## config.mk

```make
export PLATFORM = sky130hd
export DESIGN_NAME = dma3d_addr_seq
export DESIGN_NICKNAME = d
export VERILOG_FILES = /design/src/rtl/dma3d_pkg.sv /design/src/rtl/dma3d_side.sv /design/src/rtl/dma3d_ctl.sv /design/src/rtl/dma3d_addr_seq.sv
export SDC_FILE = /design/constraint.sdc
export NUM_CORES = 1
export LEC_CHECK = 0
export BUFFER_PORTS_ARGS = -buffer_cell sky130_fd_sc_hd__buf_4
export CORE_ASPECT_RATIO = 2
export CORE_UTILIZATION = 40
export DETAILED_ROUTE_END_ITERATION = 10
export PLACE_DENSITY = 0.64
export RECOVER_POWER = 100
export SYNTH_ARGS = -nofsm -noshare
export SYNTH_HDL_FRONTEND = slang
export SYNTH_HIERARCHICAL = 1
export SYNTH_SLANG_ARGS = --single-unit
```

## constraint.sdc

```tcl
create_clock -name clk -period 5.8 [get_ports clk]
set_clock_uncertainty 0.2 [all_clocks]
set_input_delay 0.58 -clock clk [delete_from_list [all_inputs] [get_ports clk]]
set_output_delay 0.58 -clock clk [all_outputs]
set_load 0.03 [all_outputs]
```

## src/rtl/dma3d_pkg.sv

```systemverilog
package dma3d_pkg;
  typedef enum logic [1:0] {
    ST_EMPTY = 2'd0,
    ST_WAIT  = 2'd1,
    ST_RUN   = 2'd2,
    ST_DONE  = 2'd3
  } seq_state_t;

  localparam logic SYNC_ARRAY = 1'b0;
  localparam logic SYNC_FRAME = 1'b1;
  localparam int   FIFO_WCODE_MAX = 5;
endpackage

```

## src/rtl/dma3d_side.sv

```systemverilog
module dma3d_side #(
  parameter int AW = 32,
  parameter int SW = 16,
  parameter int CW = 16
) (
  input  logic          clk,
  input  logic          rst,
  input  logic          load,
  input  logic [AW-1:0] start_addr,
  input  logic [SW-1:0] arr_stride,
  input  logic [SW-1:0] frm_stride,
  input  logic          fifo_in,
  input  logic [2:0]    wcode_in,
  input  logic          step_arr,
  input  logic          step_frm,
  input  logic [CW-1:0] byte_idx,
  output logic [AW-1:0] arr_base,
  output logic [AW-1:0] byte_addr,
  output logic          fifo_mode
);
  import dma3d_pkg::*;

  localparam int XW = AW - SW;

  logic [AW-1:0] arr_q, frm_q;
  logic [SW-1:0] astr_q, fstr_q;
  logic          fifo_q;
  logic [2:0]    wsel_q;
  logic [AW-1:0] astr_x, fstr_x, lin, wmask;

  always_ff @(posedge clk) begin
    if (rst) begin
      arr_q  <= '0;
      frm_q  <= '0;
      astr_q <= '0;
      fstr_q <= '0;
      fifo_q <= 1'b0;
      wsel_q <= '0;
    end else if (load) begin
      arr_q  <= start_addr;
      frm_q  <= start_addr;
      astr_q <= arr_stride;
      fstr_q <= frm_stride;
      fifo_q <= fifo_in;
      wsel_q <= (int'(wcode_in) > FIFO_WCODE_MAX) ? 3'(FIFO_WCODE_MAX) : wcode_in;
    end else if (step_frm) begin
      frm_q <= frm_q + fstr_x;
      arr_q <= frm_q + fstr_x;
    end else if (step_arr) begin
      arr_q <= arr_q + astr_x;
    end
  end

  always_comb begin
    astr_x    = {{XW{astr_q[SW-1]}}, astr_q};
    fstr_x    = {{XW{fstr_q[SW-1]}}, fstr_q};
    lin       = arr_q + {{(AW-CW){1'b0}}, byte_idx};
    wmask     = ({{(AW-1){1'b0}}, 1'b1} << wsel_q) - {{(AW-1){1'b0}}, 1'b1};
    byte_addr = fifo_q ? ((arr_q & ~wmask) | (lin & wmask)) : lin;
  end

  assign arr_base  = arr_q;
  assign fifo_mode = fifo_q;
endmodule

```

## src/rtl/dma3d_ctl.sv

```systemverilog
module dma3d_ctl #(
  parameter int CW = 16
) (
  input  logic          clk,
  input  logic          rst,
  input  logic          load,
  input  logic [CW-1:0] acnt,
  input  logic [CW-1:0] bcnt,
  input  logic [CW-1:0] ccnt,
  input  logic [CW-1:0] bcnt_rld,
  input  logic          ab_sync,
  input  logic          sync_evt,
  output logic          beat,
  output logic [CW-1:0] byte_idx,
  output logic          step_arr,
  output logic          step_frm,
  output logic          arr_end,
  output logic          frm_end,
  output logic          blk_end,
  output logic          missed,
  output logic          ab_mode
);
  import dma3d_pkg::*;

  localparam logic [CW-1:0] ONE = {{(CW-1){1'b0}}, 1'b1};

  seq_state_t    state_q;
  logic [CW-1:0] acnt_q, bcnt_q, rld_q;
  logic [CW-1:0] a_idx_q, b_left_q, c_left_q;
  logic          ab_q, missed_q;
  logic          last_byte, last_arr, last_frm;

  always_comb begin
    beat      = (state_q == ST_RUN);
    last_byte = (a_idx_q == acnt_q - ONE);
    last_arr  = (b_left_q == ONE);
    last_frm  = (c_left_q == ONE);
    arr_end   = beat && last_byte;
    frm_end   = arr_end && last_arr;
    blk_end   = frm_end && last_frm;
    step_arr  = arr_end && !last_arr;
    step_frm  = frm_end && !last_frm;
  end

  always_ff @(posedge clk) begin
    if (rst) begin
      state_q  <= ST_EMPTY;
      acnt_q   <= ONE;
      bcnt_q   <= ONE;
      rld_q    <= ONE;
      ab_q     <= SYNC_ARRAY;
      a_idx_q  <= '0;
      b_left_q <= ONE;
      c_left_q <= ONE;
      missed_q <= 1'b0;
    end else if (load) begin
      state_q  <= ST_WAIT;
      acnt_q   <= acnt;
      bcnt_q   <= bcnt;
      rld_q    <= bcnt_rld;
      ab_q     <= ab_sync;
      a_idx_q  <= '0;
      b_left_q <= bcnt;
      c_left_q <= ccnt;
      missed_q <= 1'b0;
    end else begin
      unique case (state_q)
        ST_WAIT: if (sync_evt) state_q <= ST_RUN;
        ST_RUN: begin
          if (sync_evt) missed_q <= 1'b1;
          if (!last_byte) begin
            a_idx_q <= a_idx_q + ONE;
          end else begin
            a_idx_q <= '0;
            if (last_arr) begin
              if (last_frm) begin
                state_q <= ST_DONE;
              end else begin
                c_left_q <= c_left_q - ONE;
                b_left_q <= (ab_q == SYNC_FRAME) ? bcnt_q : rld_q;
                state_q  <= ST_WAIT;
              end
            end else begin
              b_left_q <= b_left_q - ONE;
              if (ab_q == SYNC_ARRAY) state_q <= ST_WAIT;
            end
          end
        end
        default: ;
      endcase
    end
  end

  assign byte_idx = a_idx_q;
  assign missed   = missed_q;
  assign ab_mode  = ab_q;
endmodule

```

## src/rtl/dma3d_addr_seq.sv

```systemverilog
module dma3d_addr_seq #(
  parameter int AW = 32,
  parameter int SW = 16,
  parameter int CW = 16
) (
  input  logic          clk,
  input  logic          rst,
  input  logic          cfg_load,
  input  logic [AW-1:0] cfg_src_addr,
  input  logic [AW-1:0] cfg_dst_addr,
  input  logic [SW-1:0] cfg_src_bidx,
  input  logic [SW-1:0] cfg_src_cidx,
  input  logic [SW-1:0] cfg_dst_bidx,
  input  logic [SW-1:0] cfg_dst_cidx,
  input  logic [CW-1:0] cfg_acnt,
  input  logic [CW-1:0] cfg_bcnt,
  input  logic [CW-1:0] cfg_ccnt,
  input  logic [CW-1:0] cfg_bcnt_rld,
  input  logic          cfg_ab_sync,
  input  logic          cfg_src_fifo,
  input  logic [2:0]    cfg_src_fwid,
  input  logic          cfg_dst_fifo,
  input  logic [2:0]    cfg_dst_fwid,
  input  logic          sync_evt,
  output logic          beat_valid,
  output logic [AW-1:0] beat_src,
  output logic [AW-1:0] beat_dst,
  output logic          array_done,
  output logic          frame_done,
  output logic          block_done,
  output logic          missed_evt,
  output logic [AW-1:0] pos_src,
  output logic [AW-1:0] pos_dst
);
  localparam int NSIDE = 2;

  logic          beat, step_arr, step_frm, arr_end, frm_end, blk_end;
  logic          ab_mode_w, src_fifo_w;
  logic [CW-1:0] byte_idx;

  logic [AW-1:0] side_start [NSIDE];
  logic [SW-1:0] side_astr  [NSIDE];
  logic [SW-1:0] side_fstr  [NSIDE];
  logic          side_fin   [NSIDE];
  logic [2:0]    side_wcode [NSIDE];
  logic [AW-1:0] side_base  [NSIDE];
  logic [AW-1:0] side_addr  [NSIDE];
  logic          side_fmode [NSIDE];

  assign side_start[0] = cfg_src_addr;
  assign side_start[1] = cfg_dst_addr;
  assign side_astr[0]  = cfg_src_bidx;
  assign side_astr[1]  = cfg_dst_bidx;
  assign side_fstr[0]  = cfg_src_cidx;
  assign side_fstr[1]  = cfg_dst_cidx;
  assign side_fin[0]   = cfg_src_fifo;
  assign side_fin[1]   = cfg_dst_fifo;
  assign side_wcode[0] = cfg_src_fwid;
  assign side_wcode[1] = cfg_dst_fwid;

  dma3d_ctl #(.CW(CW)) u_ctl (
    .clk(clk), .rst(rst), .load(cfg_load),
    .acnt(cfg_acnt), .bcnt(cfg_bcnt), .ccnt(cfg_ccnt), .bcnt_rld(cfg_bcnt_rld),
    .ab_sync(cfg_ab_sync), .sync_evt(sync_evt),
    .beat(beat), .byte_idx(byte_idx), .step_arr(step_arr), .step_frm(step_frm),
    .arr_end(arr_end), .frm_end(frm_end), .blk_end(blk_end),
    .missed(missed_evt), .ab_mode(ab_mode_w)
  );

  for (genvar s = 0; s < NSIDE; s++) begin : g_side
    dma3d_side #(.AW(AW), .SW(SW), .CW(CW)) u_side (
      .clk(clk), .rst(rst), .load(cfg_load),
      .start_addr(side_start[s]), .arr_stride(side_astr[s]), .frm_stride(side_fstr[s]),
      .fifo_in(side_fin[s]), .wcode_in(side_wcode[s]),
      .step_arr(step_arr), .step_frm(step_frm), .byte_idx(byte_idx),
      .arr_base(side_base[s]), .byte_addr(side_addr[s]), .fifo_mode(side_fmode[s])
    );
  end

  assign src_fifo_w = side_fmode[0];
  assign pos_src    = side_base[0];
  assign pos_dst    = side_base[1];

  always_ff @(posedge clk) begin
    if (rst) begin
      beat_valid <= 1'b0;
      beat_src   <= '0;
      beat_dst   <= '0;
      array_done <= 1'b0;
      frame_done <= 1'b0;
      block_done <= 1'b0;
    end else begin
      beat_valid <= beat;
      beat_src   <= side_addr[0];
      beat_dst   <= side_addr[1];
      array_done <= arr_end;
      frame_done <= frm_end;
      block_done <= blk_end;
    end
  end
endmodule

```

# [Word level (Yosys, flattened, before mapping)]
# Cells that the tools add are included.
# Widths: inputs -> output; s select.
[op_classes] n_addsub=12 n_mul=0 div=0 order_cmp=2 n_eq_ne=13 n_shift=2 muxes=33 bitwise=8 reduce_logical=20
[ops] operator="$mux 32" n=12
[ops] operator="$mux 16" n=12
[ops] operator="$add 32x32->32" n=4
[ops] operator="$and 32x32->32" n=4
[ops] operator="$add 32x16->32" n=2
[ops] operator="$not 32->32" n=2
[ops] operator="$or 32x32->32" n=2
[ops] operator="$shl 1x3->32 const A" n=2
[ops] operator="$sub 32x1->32 const B" n=2
[ops] operator="$sub 16x1->16 const B" n=3
[ops] operator="$eq 16x1->1 const B" n=2
[ops] operator="$add 16x1->16 const B" n=1
[ops] operator="$eq 16x16->1" n=1
[ops] operator="$reduce_and 4->1" n=3
[ops] operator="$mux 2" n=5
[ops] operator="$reduce_bool 2->1" n=5
[ops] operator="$ne 3x3->1 const B" n=3
[ops] operator="$gt 3x3->1 const B" n=2
[ops] operator="$mux 3" n=2
[ops] operator="$reduce_bool 3->1" n=2
[ops] operator="$logic_and 1x1->1" n=5
[ops] operator="$ne 2x2->1 const B" n=2
[ops] operator="$ne 4x4->1 const B" n=1
[ops] operator="$pmux 2 s2" n=1
[ops] operator="9 further kinds" n=10
[totals] ff_bits=368 latchBits=0 ramBits=0 romBits=0 inputBits=205 output_inout_bits=133 word_cells=118 mem_count=0

# [Longest topological paths before layout]
# Gate-level depths: netlist of the first run.
[logic_depth] depth_word=7 mapped_depth=16 mapped_depth_nobuf=15

# [Modules after synthesis]
# Netlist of the first run, hierarchy kept.
[modules_own_cells] module="dma3d_side at g_side[0].u_side" instances=1 cells_per_inst=1114 area_per_inst_um2=8528.2 seq_area_each_um2=2001.9
[modules_own_cells] module="dma3d_side at g_side[1].u_side" instances=1 cells_per_inst=1047 area_per_inst_um2=8234.1 seq_area_each_um2=2001.9
[modules_own_cells] module="dma3d_ctl" instances=1 cells_per_inst=680 area_per_inst_um2=5660.4 seq_area_each_um2=2001.9
[modules_own_cells] module="dma3d_addr_seq" instances=1 cells_per_inst=143 area_per_inst_um2=1836.8 seq_area_each_um2=1361.3

# [Worst setup path after synthesis of the first run]
# OpenSTA, ideal clock, no wires.
[synth_path] path_kind="register to register" startpoint="reg u_ctl.acnt_q[4]" endpoint="reg g_side[0].u_side.arr_q[31]" setup_ps=116 t_arrival_ps=3728 required_time_ps=5484 slack_ps=1756 path_stages_with_launch=16 path_buffers=4 period_less_slack_ps=4044 cell_sequence="dfxtp_1 -> or4_1 -> buf_2 -> a2111o_1 -> a21o_1 -> a2111oi_4 -> nand4_2 -> buf_6 -> or2_2 -> nor2_1 -> clkbuf_1 -> buf_1 -> nand2_1 -> o21ai_0 -> o22a_1 -> nand2_1"
[synth_between] elab_cells_between_ends=9 cone_classes="1 x add/sub; 1 x eq/ne; 2 x mux; 5 x reduce/logical"
[synth_rtl] item="start, declared" line="dma3d_ctl.sv:28" rtl="logic [CW-1:0] acnt_q, bcnt_q, rld_q;"
[synth_rtl] item="start signal, assigned" line="dma3d_ctl.sv:58" rtl="acnt_q <= acnt;"
[synth_rtl] item="$sub 16x1->16" line="dma3d_ctl.sv:35" rtl="last_byte = (a_idx_q == acnt_q - ONE);"
[synth_rtl] item="$eq 16x16->1" line="dma3d_ctl.sv:35"
[synth_rtl] item="$logic_and 1x1->1" line="dma3d_ctl.sv:38" rtl="arr_end = beat && last_byte;"
[synth_rtl] item="$logic_and 1x1->1" line="dma3d_ctl.sv:41" rtl="step_arr = arr_end && !last_arr;"
[synth_rtl] item="named net step_arr" line="dma3d_addr_seq.sv:37" rtl="logic beat, step_arr, step_frm, arr_end, frm_end, blk_end;"
[synth_rtl] item="$reduce_bool 3->1 (no source line)"
[synth_rtl] item="end signal, assigned" line="dma3d_side.sv:40" rtl="arr_q <= start_addr;"
[synth_rtl] item="end signal, assigned" line="dma3d_side.sv:48" rtl="arr_q <= frm_q + fstr_x;"
[synth_rtl] item="end signal, assigned" line="dma3d_side.sv:50" rtl="arr_q <= arr_q + astr_x;"
[synth_rtl] item="end, declared" line="dma3d_side.sv:25" rtl="logic [AW-1:0] arr_q, frm_q;"
# The timed path passes the listed nets, and every way through them passes these cells.
# A chain may end at the register's enable or synchronous reset.

# [Worst setup path after layout of the first run]
[layout_path] startpoint="reg u_ctl.acnt_q[4]" endpoint="reg g_side[1].u_side.arr_q[28]"
[layout_between] elab_chain_cells=7 elab_cells_between_ends=9 cone_classes="1 x add/sub; 1 x eq/ne; 2 x mux; 5 x reduce/logical"
[layout_lines] item="$sub 16x1->16 (*)" line="dma3d_ctl.sv:35"
[layout_lines] item="$eq 16x16->1 (*)" line="dma3d_ctl.sv:35"
[layout_lines] item="$logic_and 1x1->1 (*)" line="dma3d_ctl.sv:38"
[layout_lines] item="$logic_and 1x1->1 (*)" line="dma3d_ctl.sv:39" rtl="frm_end = arr_end && last_arr;"
[layout_lines] item="$logic_and 1x1->1 (*)" line="dma3d_ctl.sv:42" rtl="step_frm = frm_end && !last_frm;"
[layout_lines] item="named net step_frm" line="dma3d_addr_seq.sv:37"
[layout_lines] item="$mux 32" line="dma3d_side.sv:46" rtl="end else if (step_frm) begin"
[layout_lines] item="$mux 32" line="dma3d_side.sv:39" rtl="end else if (load) begin"
[layout_lines] item="end signal, assigned" line="dma3d_side.sv:40"
[layout_lines] item="end signal, assigned" line="dma3d_side.sv:48"
[layout_lines] item="end signal, assigned" line="dma3d_side.sv:50"
[layout_lines] item="end, declared" line="dma3d_side.sv:25"
# The timed path passes the listed nets; every way through them passes the cells marked *.

==> reports/metrics.yaml, run 1 <==
status: "finished with violations"
violations: "capacitance limit, slew limit"
cap_viol_max_count: 4
grt_pass1_wl_um: 130000
syn_to_final_growth_pct: 16.5
drtAntennaViolNets: 0
syn-cell-area_sq_um: 24300
cp_data_arrival_time_ns: 5.34
synth_edf_count: 0
clk_latency_ns: 0.58
design.core.area_sq_um: 59900
crit_type: "reg2reg"
cpPeakStageDelay_ns: 0.70
synth_warnings: 6
r2r_setup_slack_ns: 0.68
setup.worst_path.end_class: "flop"
pin_count: 338
die_x_um: 176
finalSetupTns_ns: 0
cp_num_cells: 12
wl_per_cell_um: 21.0
drt_iter0_drc: 1485
cts.sinks: 368
swShare: 0.312
ir_worst_vdd_uv: 236
start_kind: "flop"
die-area_sq_um: 61700
numCtsBuffers: 39
power_frac_clock: 0.387
rows: 127
power.switching_mw: 2.10
final_layout_size_suffix_gt1_frac: 0.109
hpwl_um: 64900
crit_start: "u_ctl/acnt_q[4]"
wirelength_um: 85100
multi_input_area_sq_um: 16100
async_flop_share: 0
drcViolationCount: 0
grt_max_degree: 130
firstDrtPassIters: 5
cts_buffer_depth: 3
port-buffer-count: 337
synth-seq-area-share: 0.304
fillCellCount: 6024
viasPerCell: 5.83
r2r_start: "u_ctl/acnt_q[4]"
timing.rr.end: "g_side[1].u_side/arr_base[28]"
synth-seq-cells: 368
cp_max_fo: 19
rsz0062_at_grt: "false"
path_cells: "or4_1, a2111o_1, a21o_1, a2111oi_4, nand2_1, nor4_2, buf_4, clkinv_1, nor2_1, buf_12, a32oi_1, a211oi_1"
setup_viol: 0
cts_resized: 0
min_period_ns: 5.12
tightest_slew_ns: 2.79
cp.required_ns: 6.02
cts_tree: "done"
synth_cells: 2984
synth-main-ff-cell: "dfxtp_1"
grt_usage: 0.269
crit_buf_inv: 3
max_freq_ghz: 0.195
power_mw: 6.74
slew_headroom: -0.858
seq_area_sq_um: 7370
combPwrFrac: 0.193
crit_family: "simple AND/OR/NAND/NOR gates"
syn_area_per_cell_sq_um: 8.13
cts.htree.levels: 2
gp_congestion: 0.979
ff2ff_path_depth: 12
leakagePower_nw: 12.3
powerDensity_nw_per_um2: 239
grt_pass1_vias: 23400
synth_nets: 3359
start_util: 0.405
crit_path_end: "g_side[1].u_side/arr_base[28]"
antenna_found_initial: 7
die_h_um: 350
clk_pin_slew_ns: 0.06
layout.nets: 3627
finalHoldViolCount: 0
drv_slew: 352
period_share: 0.882
root_buffer: "clkbuf_16"
grt-ovfl-total: 0
n_antenna_cell: 0
vias: 23600
synth.distinct_cells: 93
p_seq_frac: 0.421
internal_power_mw: 4.64
cp_slowest_cell: "or4_1"
hold_class: "in2reg"
## routing by layer
layer,up-vias,track usage,part of all wire
met5,-,0,0.0011
met1,11100,0.281,0.37
met4,14,0.161,0.062
li1,11500,-,-
met2,775,0.503,0.51
met3,239,0.0380,0.050
## cell usage in the layout (no fill, tap or decap), types with 81 or more instances in the layout
cell type | netlist | final
o21ai_0 | 150 | 151
xnor2_1 | 87 | 87
ha_1 | 164 | 164
a211oi_1 | 81 | 81
clkbuf_1 | 108 | 142
dfxtp_1 | 368 | 368
nor2_1 | 376 | 374
xor2_1 | 96 | 96
nand2_1 | 222 | 222
nor2b_1 | 85 | 85
mux2i_1 | 132 | 132
a21oi_1 | 245 | 245
buf_4 | 2 | 226
## worst reg2reg max path, stage by stage, from the launching register on
cell	delay, ns
dfxtp_1	0.37
or4_1	0.70
a2111o_1	0.40
a21o_1	0.22
a2111oi_4	0.33
nand2_1	0.18
nor4_2	0.62
buf_4	0.48
clkinv_1	0.16
nor2_1	0.66
buf_12	0.25
a32oi_1	0.14
a211oi_1	0.25
## stage by stage
stage / worst slack (ns) / util / hold slack (ns) / area (sq um) / std cells
after CTS: 0.814 / 0.481 / 0.000933 / 28800 / 4055
after global placement: 0.908 / 0.459 / 0.250 / 27500 / 3984
final: 0.683 / 0.472 / 0.0315 / 28300 / 4055
after global routing: 0.428 / 0.472 / 0.0249 / 28300 / 4055
after floorplan: 1.76 / - / 0.241 / 24300 / 2984
after detailed placement: 0.870 / 0.459 / 0.256 / 27500 / 3984
## cells by family after synthesis
| logic type | synth area share |
|---|---|
| mux | 0.0572 |
| buf+inv | 0.0330 |
| simple gates | 0.208 |
| flops | 0.304 |
| compound gates | 0.242 |
| fa+ha+maj | 0.0895 |
| xor+xnor | 0.0661 |
## power groups by stage
| stage | clock network [mW] | registers, mW | logic, mW |
|---|---|---|---|
| after detailed placement | 0 | 2.89 | 1.33 |
| after global placement | 0 | 2.89 | 1.32 |
| after floorplan | 0 | 2.92 | 0.803 |
| after CTS | 2.67 | 2.83 | 1.33 |
| after global routing | 2.76 | 2.85 | 1.42 |
| final | 2.60 | 2.84 | 1.30 |
## sequential cells by signal, summed over array words and instances (netlist names)
name	cells
frame_done	1
g_side.u_side/fifo_mode	2
u_ctl/missed	1
g_side.u_side/fstr_q	32
u_ctl/bcnt_q	16
u_ctl/b_left_q	16
u_ctl/acnt_q	16
beat_src	32
u_ctl/c_left_q	16
u_ctl/state_q	2
beat_valid	1
u_ctl/rld_q	16
beat_dst	32
block_done	1
array_done	1
g_side.u_side/wsel_q	6
g_side.u_side/astr_q	32
g_side.u_side/arr_base	64
u_ctl/ab_mode	1
g_side.u_side/frm_q	64
u_ctl/byte_idx	16
## area by class of cell
cell class,instances,area share
multi-input cells,2415,0.570
flip-flops and latches,368,0.261
repair buffers,372,0.0814
clock buffers,51,0.0390
well taps,774,0.0343
inverters,56,0.00744
clock inverters,19,0.00704
## how the worst min path moves through the flow
stage / startpoint / to / slack, ns / depth (start not counted)
3_5_place_dp: g_side[0].u_side/frm_q[25] / g_side[0].u_side/frm_q[25] / 0.26 / 2
4_1_cts: cfg_dst_cidx[13] / g_side[1].u_side/fstr_q[13] / 0.0009 / 3
5_1_grt: cfg_src_bidx[3] / g_side[0].u_side/astr_q[3] / 0.02 / 3
2_1_floorplan: g_side[0].u_side/frm_q[0] / g_side[0].u_side/frm_q[0] / 0.24 / 2
3_3_place_gp: g_side[1].u_side/frm_q[0] / g_side[1].u_side/frm_q[0] / 0.25 / 2
6_report: cfg_dst_cidx[10] / g_side[1].u_side/fstr_q[10] / 0.03 / 3
## cells in the mapped netlist (21+ instances only)
cell	count	area, sq um
nor2_1	376	1410
dfxtp_1	368	7370
a21oi_1	245	1230
nand2_1	222	833
ha_1	164	2050
o21ai_0	150	751
mux2i_1	132	1320
clkbuf_1	108	405
xor2_1	96	841
xnor2_1	87	762
nor2b_1	85	532
a211oi_1	81	608
a21o_1	77	578
nand3_1	69	345
nor3_1	61	305
inv_1	54	203
and3_1	38	238
a31oi_1	34	213
a22oi_1	32	240
nand2b_1	29	181
o21a_1	27	203
nand4_1	25	156
and2_1	21	131
## what timing repair did
item	in CTS	in global routing
buffers inserted	0	0
hold buffers	1	0
hold endpoints to repair	1	0
No activity file was read; power rests on OpenSTA's default activity.
==> inputs of run 2 (changes only) <==
BUFFER_PORTS_ARGS = -buffer_cell sky130_fd_sc_hd__clkbuf_2   (was -buffer_cell sky130_fd_sc_hd__buf_4)
==> reports/metrics.yaml, run 2 (synthesis results as in run 1) <==
gp_congestion: 0.970  # was 0.979
layout_commonest_cell: "nor2_1"  # unchanged
antenna_found_initial: 7  # unchanged
pin_count: 338  # unchanged
finalHoldViolCount: 0  # unchanged
hold_class: "in2reg"  # unchanged
hold_buffers: 0  # was 1
r2r_start: "u_ctl/acnt_q[4]"  # unchanged
ff2ff_path_depth: 13  # was 12
firstDrtPassIters: 7  # was 5
final_layout_size_suffix_gt1_frac: 0.107  # was 0.109
cts_resized: 0  # unchanged
violations: "capacitance limit, slew limit"  # unchanged
fin_area_sq_um: 27700  # was 28300 sq um
setup.worst_path.end_class: "flop"  # unchanged
start_util: 0.405  # unchanged
numCtsBuffers: 39  # unchanged
die-area_sq_um: 61700  # unchanged
period_share: 0.891  # was 0.882
vias: 23600  # about the same
holdWs_ns: 0.0304  # was 0.0315 ns
cts_tree: "done"  # unchanged
die_h_um: 350  # unchanged
cts_setup_buffers: 0  # unchanged
slew_headroom: -1.61  # was -0.858
cp_data_arrival_time_ns: 5.39  # was 5.34 ns
grt_pass1_vias: 23100  # was 23400
cts_buffer_depth: 3  # unchanged
fillCellCount: 6115  # was 6024
max_freq_ghz: 0.193  # was 0.195 GHz
crit_start: "u_ctl/acnt_q[4]"  # unchanged
grt-ovfl-total: 0  # unchanged
crit_path_end: "g_side[1].u_side/arr_base[27]"  # was g_side[1].u_side/arr_base[28]
grt_usage: 0.267  # was 0.269
leakagePower_nw: 12.2  # was 12.3 nW
drcViolationCount: 0  # unchanged
placed_cell_area_sq_um: 26600  # was 27500 sq um
drv_slew: 359  # was 352
tightest_slew_ns: 3.91  # was 2.79 ns
rows: 127  # unchanged
viasPerCell: 5.82  # was 5.83
powerDensity_nw_per_um2: 245  # was 239 nW/um^2
final_cell_mix: "nor2_1, dfxtp_1, a21oi_1, nand2_1, clkbuf_2"  # was nor2_1, dfxtp_1, a21oi_1, buf_4, nand2_1
setup_viol: 0  # unchanged
die_x_um: 176  # unchanged
start_kind: "flop"  # unchanged
r2r_setup_slack_ns: 0.63  # was 0.68 ns
syn_to_final_growth_pct: 14.2  # was 16.5%
drt_iter0_drc: 1595  # was 1485
hpwl_um: 64100  # was 64900 um
design.core.area_sq_um: 59900  # unchanged
status: "finished with violations"  # unchanged
rsz0062_at_grt: "false"  # unchanged
clk_latency_ns: 0.58  # about the same
finalSetupTns_ns: 0  # unchanged
wl_per_cell_um: 20.9  # was 21.0 um
cts.htree.levels: 2  # unchanged
cp_max_fo: 22  # was 19
clk_pin_slew_ns: 0.07  # was 0.06 ns
ir_worst_vdd_uv: 263  # was 236 uV
grt_pass1_wl_um: 128000  # was 130000 um
grt_max_degree: 106  # was 130
timing.rr.end: "g_side[1].u_side/arr_base[27]"  # was g_side[1].u_side/arr_base[28]
drtAntennaViolNets: 0  # unchanged
cap_viol_max_count: 5  # was 4
root_buffer: "clkbuf_16"  # unchanged
crit_type: "reg2reg"  # unchanged
min_period_ns: 5.17  # was 5.12 ns
port-buffer-count: 337  # unchanged
cp.required_ns: 6.02  # about the same
wirelength_um: 84400  # was 85100 um
layout.nets: 3620  # was 3627
cts.sinks: 368  # unchanged
-- run 2: changes by cell type in the layout (fill, tap and decap cells not counted), moves of 3 or more --
| cell | before | now |
|---|---|---|
| clkbuf_2 | 4 | 205 |
| clkbuf_1 | 142 | 145 |
| clkbuf_8 | 8 | 4 |
| buf_4 | 226 | 17 |
-- run 2: layout make-up --
| class | count | area [sq um] | area share |
|---|---|---|---|
| inverters | 56 | 210 | 0.00759 |
| clock buffers | 48 | 1070 | 0.0387 |
| diodes | 1 | 2.50 | 0.0000903 |
| multi-input cells | 2415 | 16100 | 0.581 |
| repair buffers | 365 | 1720 | 0.0620 |
| well taps | 774 | 968 | 0.0350 |
| clock inverters | 23 | 270 | 0.00975 |
| flip-flops and latches | 368 | 7370 | 0.266 |
-- run 2: worst min path at each step --
| stage | start | to | slack [ns] | depth (start not counted) |
|---|---|---|---|---|
| after CTS | cfg_dst_bidx[14] | g_side[1].u_side/astr_q[14] | 0.008 | 3 |
| after detailed placement | g_side[0].u_side/frm_q[7] | g_side[0].u_side/frm_q[7] | 0.25 | 2 |
| final | cfg_dst_bidx[14] | g_side[1].u_side/astr_q[14] | 0.03 | 3 |
| after global placement | g_side[0].u_side/frm_q[7] | g_side[0].u_side/frm_q[7] | 0.25 | 2 |
| after global routing | cfg_dst_cidx[10] | g_side[1].u_side/fstr_q[10] | 0.02 | 3 |
| after floorplan | g_side[0].u_side/frm_q[0] | g_side[0].u_side/frm_q[0] | 0.24 | 2 |
-- run 2: per-stage QoR --
step / setup slack (ns) / utilization / power, mW / std cells
floorplan: 1.76 / - / 3.72 / 2984
global placement: 0.921 / 0.444 / 4.14 / 3978
detailed placement: 0.839 / 0.444 / 4.15 / 3978
CTS: 0.799 / 0.466 / 6.86 / 4049
global route: 0.272 / 0.462 / 7.09 / 4050
finish: 0.631 / 0.462 / 6.79 / 4050
-- run 2: metal layers --
metal | up-vias | routed length, um | track usage
li1 | 11500 | - | -
met1 | 11100 | 31700 | 0.283
met2 | 780 | 43100 | 0.493
met3 | 233 | 4550 | 0.0415
met4 | 12 | 4990 | 0.152
met5 | - | 73 | 0
-- run 2: where the power goes --
part           switching (mW)  leakage, nW  internal (mW)
Clock                    1.18        0.649           1.52
Combinational           0.776         8.49          0.483
Sequential              0.169         3.03           2.67
Total                    2.12         12.2           4.67
-- run 2: worst max-delay path: stages (launching register included) --
cell,delay [ns]
dfxtp_1,0.37
or4_1,0.70
a2111o_1,0.40
a21o_1,0.22
a2111oi_4,0.35
nand4_2,0.34
or2_2,0.44
nor2_4,0.20
buf_4,0.24
inv_1,0.37
nand2_1,0.48
clkbuf_1,0.37
nor2_1,0.07
a311oi_1,0.25
